File: config.mk
export PLATFORM = sky130hd
export DESIGN_NAME = ppi_event_irq
export DESIGN_NICKNAME = d
export VERILOG_FILES = /design/src/rtl/ppi_evt_pkg.sv /design/src/rtl/ppi_sync.sv /design/src/rtl/ppi_fall_det.sv /design/src/rtl/ppi_evt_qual.sv /design/src/rtl/ppi_pend_reg.sv /design/src/rtl/ppi_event_irq.sv
export SDC_FILE = /design/constraint.sdc
export NUM_CORES = 1
export LEC_CHECK = 0
export BUFFER_PORTS_ARGS = -buffer_cell sky130_fd_sc_hd__clkbuf_2
export CORE_MARGIN = 1.5
export CORE_UTILIZATION = 43
export DETAILED_ROUTE_END_ITERATION = 16
export PLACE_DENSITY = 0.75
export SLEW_MARGIN = 40
export SYNTH_ARGS = -nofsm -noshare
export SYNTH_HDL_FRONTEND = slang
export SYNTH_HIERARCHICAL = 1
export SYNTH_SLANG_ARGS = --single-unit
File: constraint.sdc
create_clock -name clk_i -period 1.3 [get_ports clk_i]
set_input_delay 0.26 -clock clk_i [delete_from_list [all_inputs] [get_ports clk_i]]
set_output_delay 0.26 -clock clk_i [all_outputs]
set_load 0.005 [all_outputs]
File: src/rtl/ppi_evt_pkg.sv
package ppi_evt_pkg;
  localparam int unsigned N_EVT = 4;

  typedef enum logic [1:0] {
    MODE_COMPAT  = 2'b00,
    MODE_ECP     = 2'b01,
    MODE_ECP_RLE = 2'b10,
    MODE_RSVD    = 2'b11
  } port_mode_e;

  typedef enum int unsigned {
    EVT_DATA = 0,
    EVT_CMD  = 1,
    EVT_INV  = 2,
    EVT_TXE  = 3
  } evt_idx_e;

  function automatic logic is_ecp(input logic [1:0] m);
    return (m == MODE_ECP) || (m == MODE_ECP_RLE);
  endfunction
endpackage

File: src/rtl/ppi_sync.sv
module ppi_sync #(
  parameter int unsigned STAGES  = 2,
  parameter logic        RST_VAL = 1'b0
) (
  input  logic clk_i,
  input  logic rst_ni,
  input  logic d_i,
  output logic q_o
);
  logic [STAGES-1:0] sr_q;

  generate
    if (STAGES == 1) begin : g_one
      always_ff @(posedge clk_i or negedge rst_ni)
        if (!rst_ni) sr_q <= RST_VAL;
        else         sr_q <= d_i;
    end else begin : g_multi
      always_ff @(posedge clk_i or negedge rst_ni)
        if (!rst_ni) sr_q <= {STAGES{RST_VAL}};
        else         sr_q <= {sr_q[STAGES-2:0], d_i};
    end
  endgenerate

  assign q_o = sr_q[STAGES-1];
endmodule

File: src/rtl/ppi_fall_det.sv
module ppi_fall_det #(
  parameter logic RST_VAL = 1'b1
) (
  input  logic clk_i,
  input  logic rst_ni,
  input  logic d_i,
  output logic fall_o
);
  logic prev_q;

  always_ff @(posedge clk_i or negedge rst_ni)
    if (!rst_ni) prev_q <= RST_VAL;
    else         prev_q <= d_i;

  assign fall_o = prev_q & ~d_i;
endmodule

File: src/rtl/ppi_evt_qual.sv
module ppi_evt_qual
  import ppi_evt_pkg::*;
(
  input  logic [1:0]       mode_i,
  input  logic             bus_dir_i,
  input  logic             strobe_fall_i,
  input  logic             slctin_fall_i,
  input  logic             strobe_lvl_i,
  input  logic             busy_lvl_i,
  input  logic             decomp_byte_i,
  input  logic             cmd_rl_i,
  input  logic             cmd_ch_i,
  input  logic             tx_free_i,
  output logic [N_EVT-1:0] set_o
);
  logic ecp, rle, fwd;

  always_comb begin
    ecp = is_ecp(mode_i);
    rle = (mode_i == MODE_ECP_RLE);
    fwd = ~bus_dir_i;

    set_o = '0;
    set_o[EVT_DATA] = (strobe_fall_i & fwd) | (decomp_byte_i & rle);
    // with RLE on, run-length bytes are consumed by the decompressor
    set_o[EVT_CMD]  = ecp & (cmd_ch_i | (cmd_rl_i & ~rle));
    set_o[EVT_INV]  = ecp & fwd & slctin_fall_i & (~strobe_lvl_i | busy_lvl_i);
    set_o[EVT_TXE]  = ecp & bus_dir_i & tx_free_i;
  end
endmodule

File: src/rtl/ppi_pend_reg.sv
module ppi_pend_reg #(
  parameter int unsigned NB = 4
) (
  input  logic          clk_i,
  input  logic          rst_ni,
  input  logic [NB-1:0] set_i,
  input  logic [NB-1:0] clr_i,
  input  logic          en_wr_i,
  input  logic [NB-1:0] en_wdata_i,
  output logic [NB-1:0] pend_o,
  output logic [NB-1:0] en_o,
  output logic          irq_o
);
  logic [NB-1:0] pend_q, en_q;
  logic          irq_q;

  always_ff @(posedge clk_i or negedge rst_ni)
    if (!rst_ni) begin
      pend_q <= '0;
      en_q   <= '0;
      irq_q  <= 1'b0;
    end else begin
      pend_q <= (pend_q & ~clr_i) | set_i;  // set wins over clear
      if (en_wr_i) en_q <= en_wdata_i;
      irq_q  <= |(pend_q & en_q);
    end

  assign pend_o = pend_q;
  assign en_o   = en_q;
  assign irq_o  = irq_q;
endmodule

File: src/rtl/ppi_event_irq.sv
module ppi_event_irq
  import ppi_evt_pkg::*;
#(
  parameter int unsigned SYNC_STAGES = 2
) (
  input  logic             clk_i,
  input  logic             rst_ni,
  input  logic             strobe_ni,
  input  logic             slctin_ni,
  input  logic             busy_i,
  input  logic             bus_dir_i,
  input  logic [1:0]       mode_i,
  input  logic             cmd_rl_i,
  input  logic             cmd_ch_i,
  input  logic             decomp_byte_i,
  input  logic             tx_free_i,
  input  logic             en_wr_i,
  input  logic [N_EVT-1:0] en_wdata_i,
  input  logic [N_EVT-1:0] clr_i,
  output logic [N_EVT-1:0] en_o,
  output logic [N_EVT-1:0] pend_o,
  output logic             irq_o
);
  localparam int unsigned N_PIN  = 3;
  localparam int unsigned N_EDGE = 2;
  // pin order: 0 strobe, 1 select-in, 2 busy; idle levels below
  localparam logic [N_PIN-1:0] PIN_IDLE = 3'b011;

  logic [N_PIN-1:0]  pin_raw, pin_s;
  logic [N_EDGE-1:0] pin_fall;
  logic [N_EVT-1:0]  evt_set;

  assign pin_raw = {busy_i, slctin_ni, strobe_ni};

  for (genvar i = 0; i < N_PIN; i++) begin : g_sync
    ppi_sync #(.STAGES(SYNC_STAGES), .RST_VAL(PIN_IDLE[i])) u_sync (
      .clk_i (clk_i),
      .rst_ni(rst_ni),
      .d_i   (pin_raw[i]),
      .q_o   (pin_s[i])
    );
  end

  for (genvar i = 0; i < N_EDGE; i++) begin : g_fall
    ppi_fall_det #(.RST_VAL(PIN_IDLE[i])) u_fall (
      .clk_i (clk_i),
      .rst_ni(rst_ni),
      .d_i   (pin_s[i]),
      .fall_o(pin_fall[i])
    );
  end

  ppi_evt_qual u_qual (
    .mode_i        (mode_i),
    .bus_dir_i     (bus_dir_i),
    .strobe_fall_i (pin_fall[0]),
    .slctin_fall_i (pin_fall[1]),
    .strobe_lvl_i  (pin_s[0]),
    .busy_lvl_i    (pin_s[2]),
    .decomp_byte_i (decomp_byte_i),
    .cmd_rl_i      (cmd_rl_i),
    .cmd_ch_i      (cmd_ch_i),
    .tx_free_i     (tx_free_i),
    .set_o         (evt_set)
  );

  ppi_pend_reg #(.NB(N_EVT)) u_pend (
    .clk_i     (clk_i),
    .rst_ni    (rst_ni),
    .set_i     (evt_set),
    .clr_i     (clr_i),
    .en_wr_i   (en_wr_i),
    .en_wdata_i(en_wdata_i),
    .pend_o    (pend_o),
    .en_o      (en_o),
    .irq_o     (irq_o)
  );
endmodule

==> qor.yml, run 1 <==
sta:
  worstMarginPinSlew_ns: 0.385
  layout_worst_path_cycle_share_pct: 83.2
  finClkSkew_ns: 0.00478
  rsz0062_at_grt: "false"
  max_freq_mhz: 924
  period_needed_ns: 1.08
  final-setup-viol-count: 0
  holdWs_ns: 0.0585
  drv_slew: 0
  maxSlewHeadroom_pct: 74.3
  final.setup.tns_ns: 0
  setup_slack_ns: 0.218
  finalHoldViolCount: 0
outcome:
  status: "finished, final reports clean"
yosys:
  ys_types: 14
  syn_inst: 46
  ys_seq_area_share_pct: 66.7
  synth.net_count: 68
  synth-seq-cells: 17
  netlist_area_um2: 649
  ys_warn_count: 6
  avgSynthCellArea_um2: 14.1
grt:
  grt_max_degree: 18
  grt_use_total_pct: 13.4
  grt.overflow.total: 0
  met1_usage_pct: 17.4
  grt_pass1_wl_mm: 1.77
  grtUsageMet2_pct: 20.6
  antenna_found_initial: 0
  grt_pass1_vias: 428
  gr-usage-met3_pct: 3.04
  top_usage_layer: "met2"
cells_and_area:
  final_common_cell: "clkbuf_2"
  area_delta_synth_final_pct: 30.8
  layout_common_cells: "clkbuf_2 (29), dfrtp_1 (11), inv_1 (7)"
  nets: 103
  drive_gt1_share_pct: 52.5
  fillCellCount: 124
  post-route-util_pct: 62.9
  antenna_cells: 0
  stdcell_area_um2: 850
  multi_input_area_um2: 190
  ff_latch_area_um2: 433
die:
  die_width_um: 41.9
  num_rows: 13
  coreArea_um2: 1350
  die-area_um2: 1750
  die_h_um: 41.9
  initial_core_util_pct: 48.1
  pin_count: 30
clocking:
  cts-resized-gates: 0
  cts_hold_buf: 1
  postCtsSetupBuffers: 0
  cts_buffers: 3
  root_buffer: "clkbuf_4"
  cts.sinks: 17
  clk_pin_slew_ns: 0.09
  clock_path_buffers: 2
  clkLatencyLatePin_ns: 0.28
  htree_levels: 1
  cts_tree: "done"
min_path:
  hold_class: "primary input to register"
  hp-start: "slctin_ni"
job:
  max_cap_violations: 0
worst_setup_path:
  worstSetupPathType: "register to output pin"
  end_kind: "output pin"
  required_ns: 1.04
  r2r_start: "g_sync[0].u_sync/sr_q[1]"
  cp_top_family: "flip-flops"
  cp_num_buf_inv: 1
  crit_path_cell_trace: "clkbuf_2"
  crit_start: "u_pend/pend_o[2]"
  cp.arrival_ns: 0.82
  critPathLaunchType: "register"
  slowest_stage: "dfrtp_1"
  cp_max_fo: 3
  max_stage_delay_ns: 0.42
power:
  power_frac_clock_pct: 25.9
  max-vdd-ir-drop_uv: 728
  powerDensity_nw_per_um2: 1180
  switchingPower_w: 0.000223
  leakage_nw: 0.473
  seq_power_share_pct: 60.8
  comb_power_share_pct: 13.3
  netSwitchingFraction_pct: 22.3
  power.internal_w: 0.000777
placement:
  hpwl_um: 849
  place_area_um2: 813
  gp_congestion: 0.699
  portBuffers: 29
  dp_slack_ns: 0.136
detailed_routing:
  drt_iter0_drc: 4
  wire_per_inst_um: 10.8
  drt-total-wl_mm: 1.02
  vias: 449
  drt-vias-per-instance: 4.73
  drtAntennaViolNets: 0
  drc: 0
  dr.pass1.iters: 4
## layer usage
layer  vias up  wire length [um]
met5         -                 0
met4         0                13
met3         2                89
met2        24               484
met1       203               434
li1        220                 -
## worst paths after layout
| path | end | slack (ns) | depth (start not counted) |
|---|---|---|---|
| min in group asynchronous | u_pend/pend_o[2] | 0.44 | 2 |
| worst max-delay path | pend_o[2] | 0.22 | 1 |
| max in group asynchronous | g_sync[1].u_sync/sr_q[1] | 0.55 | 2 |
| worst max register to register | u_pend/pend_o[2] | 0.28 | 3 |
| worst min-delay path | g_sync[1].u_sync/sr_q[0] | 0.06 | 1 |
| worst min register to register | g_sync[0].u_sync/sr_q[1] | 0.36 | 0 |
## logic make-up after synthesis
| family | synth area share [%] |
|---|---|
| flip-flops | 66.7 |
| adder cells (fa/ha/maj) | 1.93 |
| buffers and inverters | 4.05 |
| multiplexers | 6.94 |
| AO/OA/AOI/OAI | 8.48 |
| AND/OR/NAND/NOR | 11.9 |
## Yosys cell counts
cell	n	area share, %
a22oi_1	2	2.3
nand2b_1	1	0.96
nor2_1	1	0.58
inv_1	7	4.0
o21ai_0	1	0.77
a21oi_1	1	0.77
dfstp_2	6	24
dfrtp_1	11	42
mux2_1	4	6.9
ha_1	1	1.9
nor2b_4	3	6.4
nor4b_2	1	2.3
nand2_1	3	1.7
a21o_1	4	4.6
## per-stage QoR
stage | std cells | total power [W]
after floorplan | 46 | 0.000668
after global placement | 90 | 0.000748
after detailed placement | 90 | 0.000753
after CTS | 95 | 0.00101
after global routing | 95 | 0.00107
final | 95 | 0.00100
## registers in the layout, indices dropped and copies added (netlist names)
signal                cells
g_fall.u_fall/prev_q      2
g_sync.u_sync/sr_q        6
u_pend/en_o               4
u_pend/pend_o             4
u_pend/irq_o              1
## cell type report
class / count / area share, %
Clock buffer: 4 / 3.09
Timing Repair Buffer: 30 / 18.3
Tap cell: 15 / 2.21
Multi-Input combinational cell: 22 / 22.4
Inverter: 7 / 3.09
Sequential cell: 17 / 51.0
## power groups by stage
stage	registers, W	clock network [W]	logic, W
after floorplan	0.000617	0	0.0000505
after detailed placement	0.000619	0	0.000133
after global placement	0.000616	0	0.000131
after global routing	0.000614	0.000303	0.000151
after CTS	0.000609	0.000270	0.000137
final	0.000608	0.000259	0.000133
Note: power is estimated with default switching activity, not from simulation.
==> inputs of run 2 (changes only) <==
Clock period 1.3 ns to 1.1 ns, I/O delays scaled along.
==> qor.yml, run 2 (same netlist as run 1, synthesis figures left out) <==
cells_and_area:
  largest_reg_flops: 6  # unchanged
  antenna_cells: 0  # unchanged
  fillCellCount: 115  # -7.3%
  drive_gt1_share_pct: 52.4  # -0.061 points
  stdcell_area_um2: 867  # +2.1%
  ff_latch_area_um2: 433  # unchanged
  final_common_cell: "clkbuf_2"
  nets: 105  # +1.9%
  multi_input_area_um2: 190  # unchanged
  largest-register: "g_sync.u_sync/sr_q"
  layout_common_cells: "clkbuf_2 (29), dfrtp_1 (11), inv_1 (7)"
  area_delta_synth_final_pct: 33.5
detailed_routing:
  drt_iter0_drc: 7  # +3
  drc: 0  # unchanged
  dr.pass1.iters: 4  # unchanged
  drt-vias-per-instance: 4.73  # +0.12%
  drt-total-wl_mm: 1.12  # +9.8%
  drtAntennaViolNets: 0  # unchanged
  vias: 459  # +2.2%
  wire_per_inst_um: 11.6  # +7.5%
worst_setup_path:
  critPathLaunchType: "register"
  cp_top_family: "flip-flops"
  max_stage_delay_ns: 0.42  # about the same
  end_kind: "output pin"
  crit_path_cell_trace: "clkbuf_2"
  slowest_stage: "dfrtp_1"
  cp.arrival_ns: 0.82  # about the same
  worstSetupPathType: "register to output pin"
  r2r_start: "g_fall[1].u_fall/prev_q"
  cp_max_fo: 3  # unchanged
  crit_start: "u_pend/pend_o[2]"
  required_ns: 0.88  # -0.16 ns
  cp_num_buf_inv: 1  # unchanged
sta:
  worstMarginPinSlew_ns: 0.392  # +0.00732 ns
  rsz0062_at_grt: "false"
  drv_slew: 0  # unchanged
  period_needed_ns: 1.04
  finClkSkew_ns: 0.00462  # -0.000153 ns
  layout_worst_path_cycle_share_pct: 94.5
  final.setup.tns_ns: 0  # unchanged
  max_freq_mhz: 962
  final-setup-viol-count: 0  # unchanged
  maxSlewHeadroom_pct: 73.8  # -0.49 points
  finalHoldViolCount: 0  # unchanged
  setup_slack_ns: 0.0605  # -0.158 ns
power:
  powerDensity_nw_per_um2: 1390  # +18%
  max-vdd-ir-drop_uv: 654  # -10%
  leakage_nw: 0.482  # +1.9%
  p_total_w: 0.00120  # +20%
grt:
  grt_pass1_vias: 464  # +8.4%
  grt_pass1_wl_mm: 1.96  # +10%
  antenna_found_initial: 0  # unchanged
  grt_use_total_pct: 15.0  # +1.5 points
  grt.overflow.total: 0  # unchanged
  grt_max_degree: 18  # unchanged
die:
  pin_count: 30  # unchanged
  die_h_um: 41.9  # unchanged
  initial_core_util_pct: 48.1  # unchanged
  coreArea_um2: 1350  # unchanged
  die-area_um2: 1750  # unchanged
  num_rows: 13  # unchanged
  die_width_um: 41.9  # unchanged
placement:
  gp_congestion: 0.712  # +1.8%
  dp_slack_ns: -0.0198  # -0.156 ns
  portBuffers: 29  # unchanged
  place_area_um2: 821  # +0.92%
min_path:
  hp-start: "strobe_ni"
  hold_class: "primary input to register"
clocking:
  cts_buffers: 3  # unchanged
  cts.sinks: 17  # unchanged
  clk_pin_slew_ns: 0.09  # about the same
  htree_levels: 1  # unchanged
  clkLatencyLatePin_ns: 0.28  # about the same
  root_buffer: "clkbuf_4"
  clock_path_buffers: 2  # unchanged
  cts_tree: "done"
job:
  max_cap_violations: 0  # unchanged
outcome:
  status: "finished, final reports clean"
==> run 2: power breakdown <==
group	total (W)	switching [W]	internal, W
Clock	0.000317	0.000176	0.000140
Sequential	0.000718	0.0000328	0.000686
Combinational	0.000167	0.0000679	0.0000993
==> run 2: per-stage QoR <==
stage	hold slack [ns]	cells	utilization, %
3_3_place_gp	0.160	91	60.8
2_1_floorplan	-0.0756	46	-
4_1_cts	0.00503	96	63.5
5_1_grt	0.00144	97	64.2
3_5_place_dp	0.163	91	60.8
6_report	0.0161	97	64.2
==> run 2: final cells by class <==
type | count | share of cell area, %
Sequential cell | 17 | 49.9
Multi-Input combinational cell | 22 | 21.9
Timing Repair Buffer | 32 | 19.9
Clock buffer | 4 | 3.03
Inverter | 7 | 3.03
Tap cell | 15 | 2.16
==> run 2: timing repair <==
action | 4_1_cts | 5_1_grt
endpoints found under the setup margin | 0 | 1
buffers inserted | 0 | 0
hold buffers | 1 | 1
hold endpoints to repair | 11 | 1
resized for setup | 0 | 1
==> run 2: routing by layer <==
layer  vias up  GRT usage (%)  share of wire, %
met2        17           24.4                53
met5         -              0                 0
met4         0           7.74               1.2
met1       218           19.8                40
li1        222              -                 -
met3         2           1.30               5.8
==> run 2: worst reg2reg max path: cells and delay by family (launching register included) <==
family	cells	cell delay [ns]
AND/OR/NAND/NOR	2	0.33
flip-flops	1	0.53
AO/OA/AOI/OAI	1	0.11
==> run 2: path summary, 6_finish.rpt <==
path	to	slack, ns	cells after the start
max reg2reg	u_pend/pend_o[2]	0.08	3
max	pend_o[2]	0.06	1
min in group asynchronous	u_pend/pend_o[3]	0.39	2
min reg2reg	g_sync[0].u_sync/sr_q[1]	0.36	0
max in group asynchronous	g_fall[1].u_fall/prev_q	0.39	2
min	g_sync[0].u_sync/sr_q[0]	0.02	1
